File: src/rtl/fls_pkg.sv
package fls_pkg;
  // Format widths
  localparam int SP_W      = 32;
  localparam int DP_W      = 64;
  localparam int SP_EXP_W  = 8;
  localparam int DP_EXP_W  = 11;
  localparam int SP_FRAC_W = 23;
  localparam int DP_FRAC_W = 52;

  // Derived constants
  localparam int FRAC_GAP     = DP_FRAC_W - SP_FRAC_W;          // 29
  localparam int TOP_FILL     = DP_EXP_W - SP_EXP_W;            // 3
  localparam int LZ_BIAS      = SP_W - SP_FRAC_W;               // 9
  localparam int SP_BIAS      = (1 << (SP_EXP_W - 1)) - 1;      // 127
  localparam int DP_BIAS      = (1 << (DP_EXP_W - 1)) - 1;      // 1023
  localparam int BIAS_GAP     = DP_BIAS - SP_BIAS;              // 896
  localparam int DENORM_FLOOR = BIAS_GAP - (SP_FRAC_W - 1);     // 874
  localparam int SHIFT_BASE   = BIAS_GAP + FRAC_GAP + 1;        // 926
  localparam int MIN_NORMAL   = 1 << SP_FRAC_W;                 // 0x00800000

  // Strobes from control to datapath
  typedef struct packed {
    logic ldCapture;
    logic stCapture;
  } fls_strobe_t;
endpackage

File: src/rtl/fls_lzc.sv
module fls_lzc #(
  parameter int W = 32,
  localparam int CW = $clog2(W + 1)
) (
  input  logic [W-1:0]  value,
  output logic [CW-1:0] count
);
  always_comb begin
    count = CW'(W);
    for (int i = 0; i < W; i++) begin
      if (value[i]) count = CW'(W - 1 - i);
    end
  end
endmodule

File: src/rtl/fls_ctrl.sv
module fls_ctrl
  import fls_pkg::*;
(
  input  logic        clk,
  input  logic        rstN,
  input  logic        ldValid,
  input  logic        stValid,
  output fls_strobe_t strobe,
  output logic        ldOutValid,
  output logic        stOutValid
);
  always_comb begin
    strobe.ldCapture = ldValid;
    strobe.stCapture = stValid;
  end

  always_ff @(posedge clk or negedge rstN) begin
    if (!rstN) begin
      ldOutValid <= 1'b0;
      stOutValid <= 1'b0;
    end else begin
      ldOutValid <= ldValid;
      stOutValid <= stValid;
    end
  end
endmodule

File: src/rtl/fls_datapath.sv
module fls_datapath
  import fls_pkg::*;
(
  input  logic            clk,
  input  logic            rstN,
  input  fls_strobe_t     strobe,
  input  logic [SP_W-1:0] ldWord,
  input  logic [DP_W-1:0] stValue,
  output logic [DP_W-1:0] ldResult,
  output logic [SP_W-1:0] stResult
);
  localparam int MAG_W = SP_W - 1;
  localparam int CNT_W = $clog2(SP_W + 1);
  localparam int SH_W  = $clog2(DP_W);

  // ---------------- load: binary32 -> binary64 ----------------
  logic [MAG_W-1:0]     ldMag;
  logic                 ldIsNormal;
  logic [CNT_W-1:0]     lzCount;
  logic [SH_W-1:0]      denShift;
  logic [SH_W-1:0]      normShift;
  logic [DP_EXP_W-1:0]  denExp;
  logic [DP_FRAC_W-1:0] denFrac;
  logic [DP_W-1:0]      ldNext;

  assign ldMag      = ldWord[MAG_W-1:0];
  assign ldIsNormal = ldMag >= MAG_W'(MIN_NORMAL);

  fls_lzc #(.W(SP_W)) u_lzc (
    .value ({1'b0, ldMag}),
    .count (lzCount)
  );

  // Distance of the leading one below the top of the binary32 fraction
  assign denShift  = SH_W'(lzCount) - SH_W'(LZ_BIAS);
  // Shift that parks the leading one just above the 52-bit fraction
  assign normShift = denShift + SH_W'(FRAC_GAP + 1);
  assign denExp    = DP_EXP_W'(BIAS_GAP) - DP_EXP_W'(denShift);
  assign denFrac   = DP_FRAC_W'(ldMag) << normShift;

  always_comb begin
    if (ldIsNormal) begin
      ldNext = {ldWord[SP_W-1 -: 2],
                {TOP_FILL{~ldWord[SP_W-2]}},
                ldWord[SP_W-3:0],
                {FRAC_GAP{1'b0}}};
    end else if (ldMag == '0) begin
      ldNext = {ldWord[SP_W-1], {(DP_W-1){1'b0}}};
    end else begin
      ldNext = {ldWord[SP_W-1], denExp, denFrac};
    end
  end

  // ---------------- store: binary64 -> binary32 ----------------
  logic [DP_EXP_W-1:0]  stExp;
  logic [DP_FRAC_W:0]   stSig;
  logic [DP_EXP_W-1:0]  stRsh;
  logic [SP_W-2:0]      stDen;
  logic [SP_W-1:0]      stNext;

  assign stExp = stValue[DP_W-2 -: DP_EXP_W];
  assign stSig = {1'b1, stValue[DP_FRAC_W-1:0]};
  assign stRsh = DP_EXP_W'(SHIFT_BASE) - stExp;
  assign stDen = (SP_W-1)'(stSig >> stRsh);

  always_comb begin
    if (stExp > DP_EXP_W'(BIAS_GAP)) begin
      stNext = {stValue[DP_W-1 -: 2], stValue[DP_W-3-TOP_FILL -: SP_W-2]};
    end else if (stExp >= DP_EXP_W'(DENORM_FLOOR)) begin
      stNext = {stValue[DP_W-1], stDen};
    end else begin
      stNext = {stValue[DP_W-1], {(SP_W-1){1'b0}}};
    end
  end

  // ---------------- result registers ----------------
  always_ff @(posedge clk or negedge rstN) begin
    if (!rstN) begin
      ldResult <= '0;
      stResult <= '0;
    end else begin
      if (strobe.ldCapture) ldResult <= ldNext;
      if (strobe.stCapture) stResult <= stNext;
    end
  end
endmodule

File: src/rtl/fls_conv.sv
module fls_conv
  import fls_pkg::*;
(
  input  logic            clk,
  input  logic            rstN,
  input  logic            ldValid,
  input  logic [SP_W-1:0] ldWord,
  input  logic            stValid,
  input  logic [DP_W-1:0] stValue,
  output logic            ldOutValid,
  output logic [DP_W-1:0] ldResult,
  output logic            stOutValid,
  output logic [SP_W-1:0] stResult
);
  fls_strobe_t strobe;

  fls_ctrl u_ctrl (
    .clk        (clk),
    .rstN       (rstN),
    .ldValid    (ldValid),
    .stValid    (stValid),
    .strobe     (strobe),
    .ldOutValid (ldOutValid),
    .stOutValid (stOutValid)
  );

  fls_datapath u_dp (
    .clk      (clk),
    .rstN     (rstN),
    .strobe   (strobe),
    .ldWord   (ldWord),
    .stValue  (stValue),
    .ldResult (ldResult),
    .stResult (stResult)
  );
endmodule

File: config.mk
export PLATFORM = sky130hd
export DESIGN_NAME = fls_conv
export DESIGN_NICKNAME = d
export VERILOG_FILES = /design/src/rtl/fls_pkg.sv /design/src/rtl/fls_lzc.sv /design/src/rtl/fls_ctrl.sv /design/src/rtl/fls_datapath.sv /design/src/rtl/fls_conv.sv
export SDC_FILE = /design/constraint.sdc
export NUM_CORES = 1
export LEC_CHECK = 0
export BUFFER_PORTS_ARGS = -buffer_cell sky130_fd_sc_hd__buf_2
export CORE_MARGIN = 2
export CORE_UTILIZATION = 45
export DETAILED_ROUTE_END_ITERATION = 16
export PLACE_DENSITY_LB_ADDON = 0.1
export SLEW_MARGIN = 5
export SYNTH_ARGS = -nofsm -noshare
export SYNTH_HDL_FRONTEND = slang
export SYNTH_SLANG_ARGS = --single-unit
File: constraint.sdc
create_clock -name clk -period 0.8 [get_ports clk]
set_input_delay 0.08 -clock clk [delete_from_list [all_inputs] [get_ports clk]]
set_output_delay 0.08 -clock clk [all_outputs]
set_load 0.02 [all_outputs]
# == Word level (Yosys, flattened, before mapping) ==
# Cells that the tools add are included.
# word_totals
regBits,98
input_bits,100
output_inout_bits,98
word_cells,50
# classes
n_addsub,4
order_cmp,3
shift,2
n_mux,35
n_bitwise,1
reduce_logical,1
# ops
op,n
$mux W6,31
$mux W63,2
$mux W31,2
$shr A53 B11 Y31,1
$shl A31 B6 Y52,1
$ge A31 B24 Y1 const B,1
$logic_not A31 Y1,1
$ge A11 B10 Y1 const B,1
$gt A11 B10 Y1 const B,1
$sub A10 B11 Y11 const A,1
$sub A10 B6 Y11 const A,1
$add A6 B5 Y6 const B,1
$sub A6 B4 Y6 const B,1
$not A1 Y1,1

# == Longest topological paths before layout ==
# logic_depth
depth_word,36
depth_mapped,18
mapped_depth_nobuf,15

# == Cells and area by module ==
# Synthesis repeated with hierarchy kept, for this count alone.
# unflattened
cells_unflattened,1245
hier_area_um2,10443.8
# by_module_without_submodules
mod,n_inst,cells_each,area_per_inst_um2,seq_area_each_um2
fls_datapath,1,1176,10010.9,2377.3
fls_lzc,1,65,367.9,0.0
fls_ctrl,1,4,65.1,50.0

# == Least setup slack after synthesis ==
# No wires, ideal clock.
# synth_path
path_type,input to register
from,in ldWord[18]
to,reg u_dp.ldResult[47]
setup_time_ns,0.131
arrival_time_ns,3.610
required_time_ns,0.669
setup_slack_ns,-2.941
stages,16
path_buffers,4
path_cell_list,buf_6 or3_1 or4_4 o21bai_4 nand2_4 ha_1 xnor2_1 ha_1 clkbuf_1 buf_1 clkbuf_1 nand2_1 o211ai_1 o21ai_1 a221oi_1 nor3_1
# synth_between
elab_chain_cells,18
elab_cells_between_ends,20
classes_between,add/sub: 2; order compare: 1; shift: 1; mux: 15; reduce/logical: 1
# synth_rtl
element,line_no,rtl
start: declaration,fls_conv.sv:7,"input logic [SP_W-1:0] ldWord,"
$mux W6 (13 in series),fls_lzc.sv:11,if (value[i]) count = CW'(W - 1 - i);
$sub A6 B4 Y6,fls_datapath.sv:35,assign denShift = SH_W'(lzCount) - SH_W'(LZ_BIAS);
$add A6 B5 Y6,fls_datapath.sv:37,assign normShift = denShift + SH_W'(FRAC_GAP + 1);
$shl A31 B6 Y52,fls_datapath.sv:39,assign denFrac = DP_FRAC_W'(ldMag) << normShift;
$mux W63,fls_datapath.sv:47,end else if (ldMag == '0) begin
$mux W63 *,fls_datapath.sv:42,if (ldIsNormal) begin
end signal: assignment,fls_datapath.sv:82,if (strobe.ldCapture) ldResult <= ldNext;
end: declaration,fls_datapath.sv:9,"output logic [DP_W-1:0] ldResult,"
# Mark *: on every way between the ends. The rest lies on a longest branch, timed or not.
# A chain may end at the register's enable or synchronous reset.

# == Worst setup path in the final report ==
# layout_path
from,in ldWord[16]
to,reg u_dp.ldResult[38]
# layout_between
elab_chain_cells,20
elab_cells_between_ends,22
classes_between,add/sub: 2; order compare: 1; shift: 1; mux: 17; reduce/logical: 1
# layout_rtl
element,line_no
$mux W6 (15 in series),fls_lzc.sv:11
$sub A6 B4 Y6,fls_datapath.sv:35
$add A6 B5 Y6,fls_datapath.sv:37
$shl A31 B6 Y52,fls_datapath.sv:39
$mux W63,fls_datapath.sv:47
$mux W63 *,fls_datapath.sv:42
# Marked as above.

==> impl_metrics.json <==
{
  "outcome": "complete, but fails checks",
  "violations": "negative setup slack",
  "endpoint_kind": "register",
  "path_class": "in -> reg",
  "std_cell_rows": 54,
  "period_minus_slack_ns": 3.41,
  "die_h_um": 153,
  "grt_pass1_wl_mm": 74.4,
  "max-vdd-ir-drop_mv": 1.05,
  "wire_per_inst_um": 24.5,
  "finClkSkew_ns": 0,
  "clock-root-buffer": "clkbuf_16",
  "setup_slack_ns": -2.61,
  "regToRegSetupSlack_ns": -0.33,
  "utilization": 0.843,
  "io_buffer_count": 197,
  "antenna_found_initial": 1,
  "cp-start-kind": "primary input",
  "worstPathMaxFanout": 5,
  "drv_cap": 0,
  "cts-htree-levels": 3,
  "drc": 0,
  "synth_nets": 1354,
  "whs_ns": 0.0193,
  "tritoncts": "done",
  "postRouteAntennaNets": 0,
  "routed-via-count": 13800,
  "pwr_density_cell_mw_per_mm2": 1410,
  "synth-edff-count": 0,
  "grt_usage": 0.405,
  "drt_iter0_drc": 1396,
  "synth_seq_cells": 97,
  "critPathMaxStageDelay_ns": 0.44,
  "vias_per_cell": 6.35,
  "synth_area_mm2": 0.00995,
  "drtPass1Iterations": 5,
  "crit_family": "compound AO/OA/AOI/OAI gates",
  "worst_hold_path.num_cells": 3,
  "setup_viol": 185,
  "crit_arrival_ns": 3.58,
  "fin_crit_sh": 4.26,
  "worst_path_max_delay_cell": "a22oi_1",
  "numCtsBuffers": 9,
  "slew_headroom": 0.537,
  "syn_inst": 1248,
  "synthArstFlopShare": 1.00,
  "min_from": "stValue[30]",
  "core-area_mm2": 0.0218,
  "fill_cells": 1207,
  "die_w_um": 153,
  "hold_path_end": "u_dp.stResult[1]",
  "finalHoldViolCount": 0,
  "worstSkewPairLatency_ns": 0.36,
  "required_ns": 0.97,
  "worst-path-buf-inv": 7,
  "cts_buffer_depth": 2,
  "r2r-end": "u_dp.ldResult[38]",
  "synth-seq-area-share": 0.244,
  "drt_wl_total_mm": 53.1,
  "crit_top_cell": "buf_4",
  "area_growth_pct": 84.1,
  "maxSlewViolCount": 0,
  "dp_hpwl_mm": 35.1,
  "io_pins": 198,
  "clk_pin_slew_ns": 0.08,
  "dieArea_mm2": 0.0233,
  "yosys_warnings": 0,
  "avgSynthCellArea_um2": 7.98,
  "synth_ff_type": "dfrtp_1",
  "ff2ff_path_depth": 3,
  "gp_congestion": 1.01,
  "worstPathCellList": "buf_8 > or3_4 > or4_4 > o21bai_4 > nand2_4 > ha_4 > buf_4 > buf_6 > buf_6 > a31oi_4 > nor3_4 > buf_12 > a31o_1 > buf_4 > nor2_2 > buf_4 > a22oi_1 > a31oi_1",
  "worstHoldPathType": "in -> reg",
  "first_global_vias": 13200,
  "rsz0062_at_grt": "true",
  "drive_gt1_frac": 0.588,
  "worst_pin_slew_ns": 0.689,
  "gr-total-overflow": 0,
  "synth.distinct_cells": 88,
  "p_leak_nw": 8.00,
  "grt_max_degree": 43,
  "final_nets": 1986,
  "cts_sinks": 97,
  "max_freq_ghz": 0.293,
  "timing.rr.start": "u_dp.ldResult[38]",
  "start_util": 0.458
}
final cells by class:
class	count	area, µm²	share of cell area
antenna	1	2.50	0.000137
clock inverter	7	97.6	0.00532
timing repair inverter	1	6.26	0.000341
timing repair buffer	723	6320	0.345
clock buffer	9	225	0.0123
inverter	37	161	0.00881
tap	280	350	0.0191
sequential	97	2430	0.133
multi-input combinational	1011	8730	0.476
registers in the layout (all words and copies together), names as in the netlist:
name / flops
u_dp.ldResult: 63
u_ctrl.stOutValid: 1
u_dp.stResult: 32
u_ctrl.ldOutValid: 1
layout by cell type (no fill, tap or decap), types with 17 or more instances in the layout:
cell	n
a21oi_1	74
a21oi_2	62
a21oi_4	17
a31oi_1	18
buf_12	26
buf_2	92
buf_4	419
buf_6	169
dfrtp_1	93
inv_1	33
mux2i_1	48
mux2i_2	19
mux4_2	58
nand2_1	194
nand3_1	31
nor2_1	89
nor2b_1	17
o21ai_0	23
o21ai_1	25
o21ai_2	21
how the worst max path moves through the flow:
stage / end / startpoint / slack, ns / cells after the start
2_1_floorplan: u_dp.ldResult[34] / ldWord[18] / -2.52 / 16
3_3_place_gp: u_dp.ldResult[40] / ldWord[4] / -2.66 / 14
3_5_place_dp: u_dp.ldResult[40] / ldWord[4] / -2.73 / 14
4_1_cts: u_dp.ldResult[34] / ldWord[16] / -2.14 / 14
5_1_grt: u_dp.ldResult[38] / ldWord[16] / -2.72 / 18
6_report: u_dp.ldResult[38] / ldWord[16] / -2.61 / 18
metal layers:
metal | wire length [µm] | global-route usage | vias up
li1 | - | - | 5881
met1 | 17900 | 0.460 | 6600
met2 | 26200 | 0.724 | 963
met3 | 4440 | 0.0518 | 306
met4 | 4550 | 0.247 | 0
met5 | 0 | 0 | -
repair_timing:
action,4_1_cts,5_1_grt
endpoints found under the hold margin,99,0
buffers inserted,52,68
hold buffers,3,0
pin swaps,110,95
gates resized for setup,303,337
endpoints found under the setup margin,182,182
cloned,6,0
where the power goes:
part | switching [mW] | leakage (nW) | total [mW] | internal [mW]
Sequential | 0.315 | 1.19 | 5.56 | 5.25
Clock | 2.40 | 0.157 | 4.93 | 2.53
Combinational | 7.86 | 6.66 | 15.4 | 7.49
Yosys cell counts, types with 11 or more instances:
cell type | count | area, µm²
o21ai_1 | 24 | 120
clkbuf_1 | 74 | 278
buf_2 | 11 | 55.1
nor3_1 | 24 | 120
nor4_1 | 12 | 75.1
mux2_2 | 12 | 135
mux4_2 | 58 | 1310
a22oi_1 | 11 | 82.6
mux2i_1 | 77 | 771
nand3_1 | 36 | 180
nor2_1 | 99 | 372
a31oi_1 | 23 | 144
dfrtp_1 | 97 | 2430
nor2b_1 | 20 | 125
inv_1 | 34 | 128
nand2_1 | 213 | 800
buf_1 | 11 | 41.3
o22ai_1 | 18 | 113
o21ai_0 | 53 | 265
a21oi_1 | 153 | 766
a211oi_1 | 20 | 150
cell families (layout without fill, tap and decap cells):
logic type | Yosys count | after routing | share of synthesized area
mux | 151 | 151 | 0.227
xor+xnor | 20 | 20 | 0.0224
flops | 97 | 97 | 0.244
fa+ha+maj | 6 | 6 | 0.00754
compound gates | 384 | 384 | 0.240
buf+inv | 140 | 777 | 0.0586
simple gates | 450 | 450 | 0.201
other cells | 0 | 1 | 0
stage by stage:
| step | cells | setup WS, ns | TNS [ns] | power, mW | instance area, µm² |
|---|---|---|---|---|---|
| 3_3_place_gp | 2030 | -2.66 | -185.78 | 16.8 | 14500 |
| 2_1_floorplan | 1248 | -2.52 | -162.86 | 11.8 | 10500 |
| 3_5_place_dp | 2030 | -2.73 | -190.55 | 16.9 | 14500 |
| 5_1_grt | 2166 | -2.72 | -176.47 | 26.7 | 18300 |
| 4_1_cts | 2101 | -2.14 | -160.14 | 23.5 | 16600 |
| 6_report | 2166 | -2.61 | -168.55 | 25.9 | 18300 |
worst min-delay path, stage by stage:
cell	delay [ns]
buf_2	0.13
nand2_1	0.06
a31oi_1	0.08
Power figures use the tool's default switching activity.
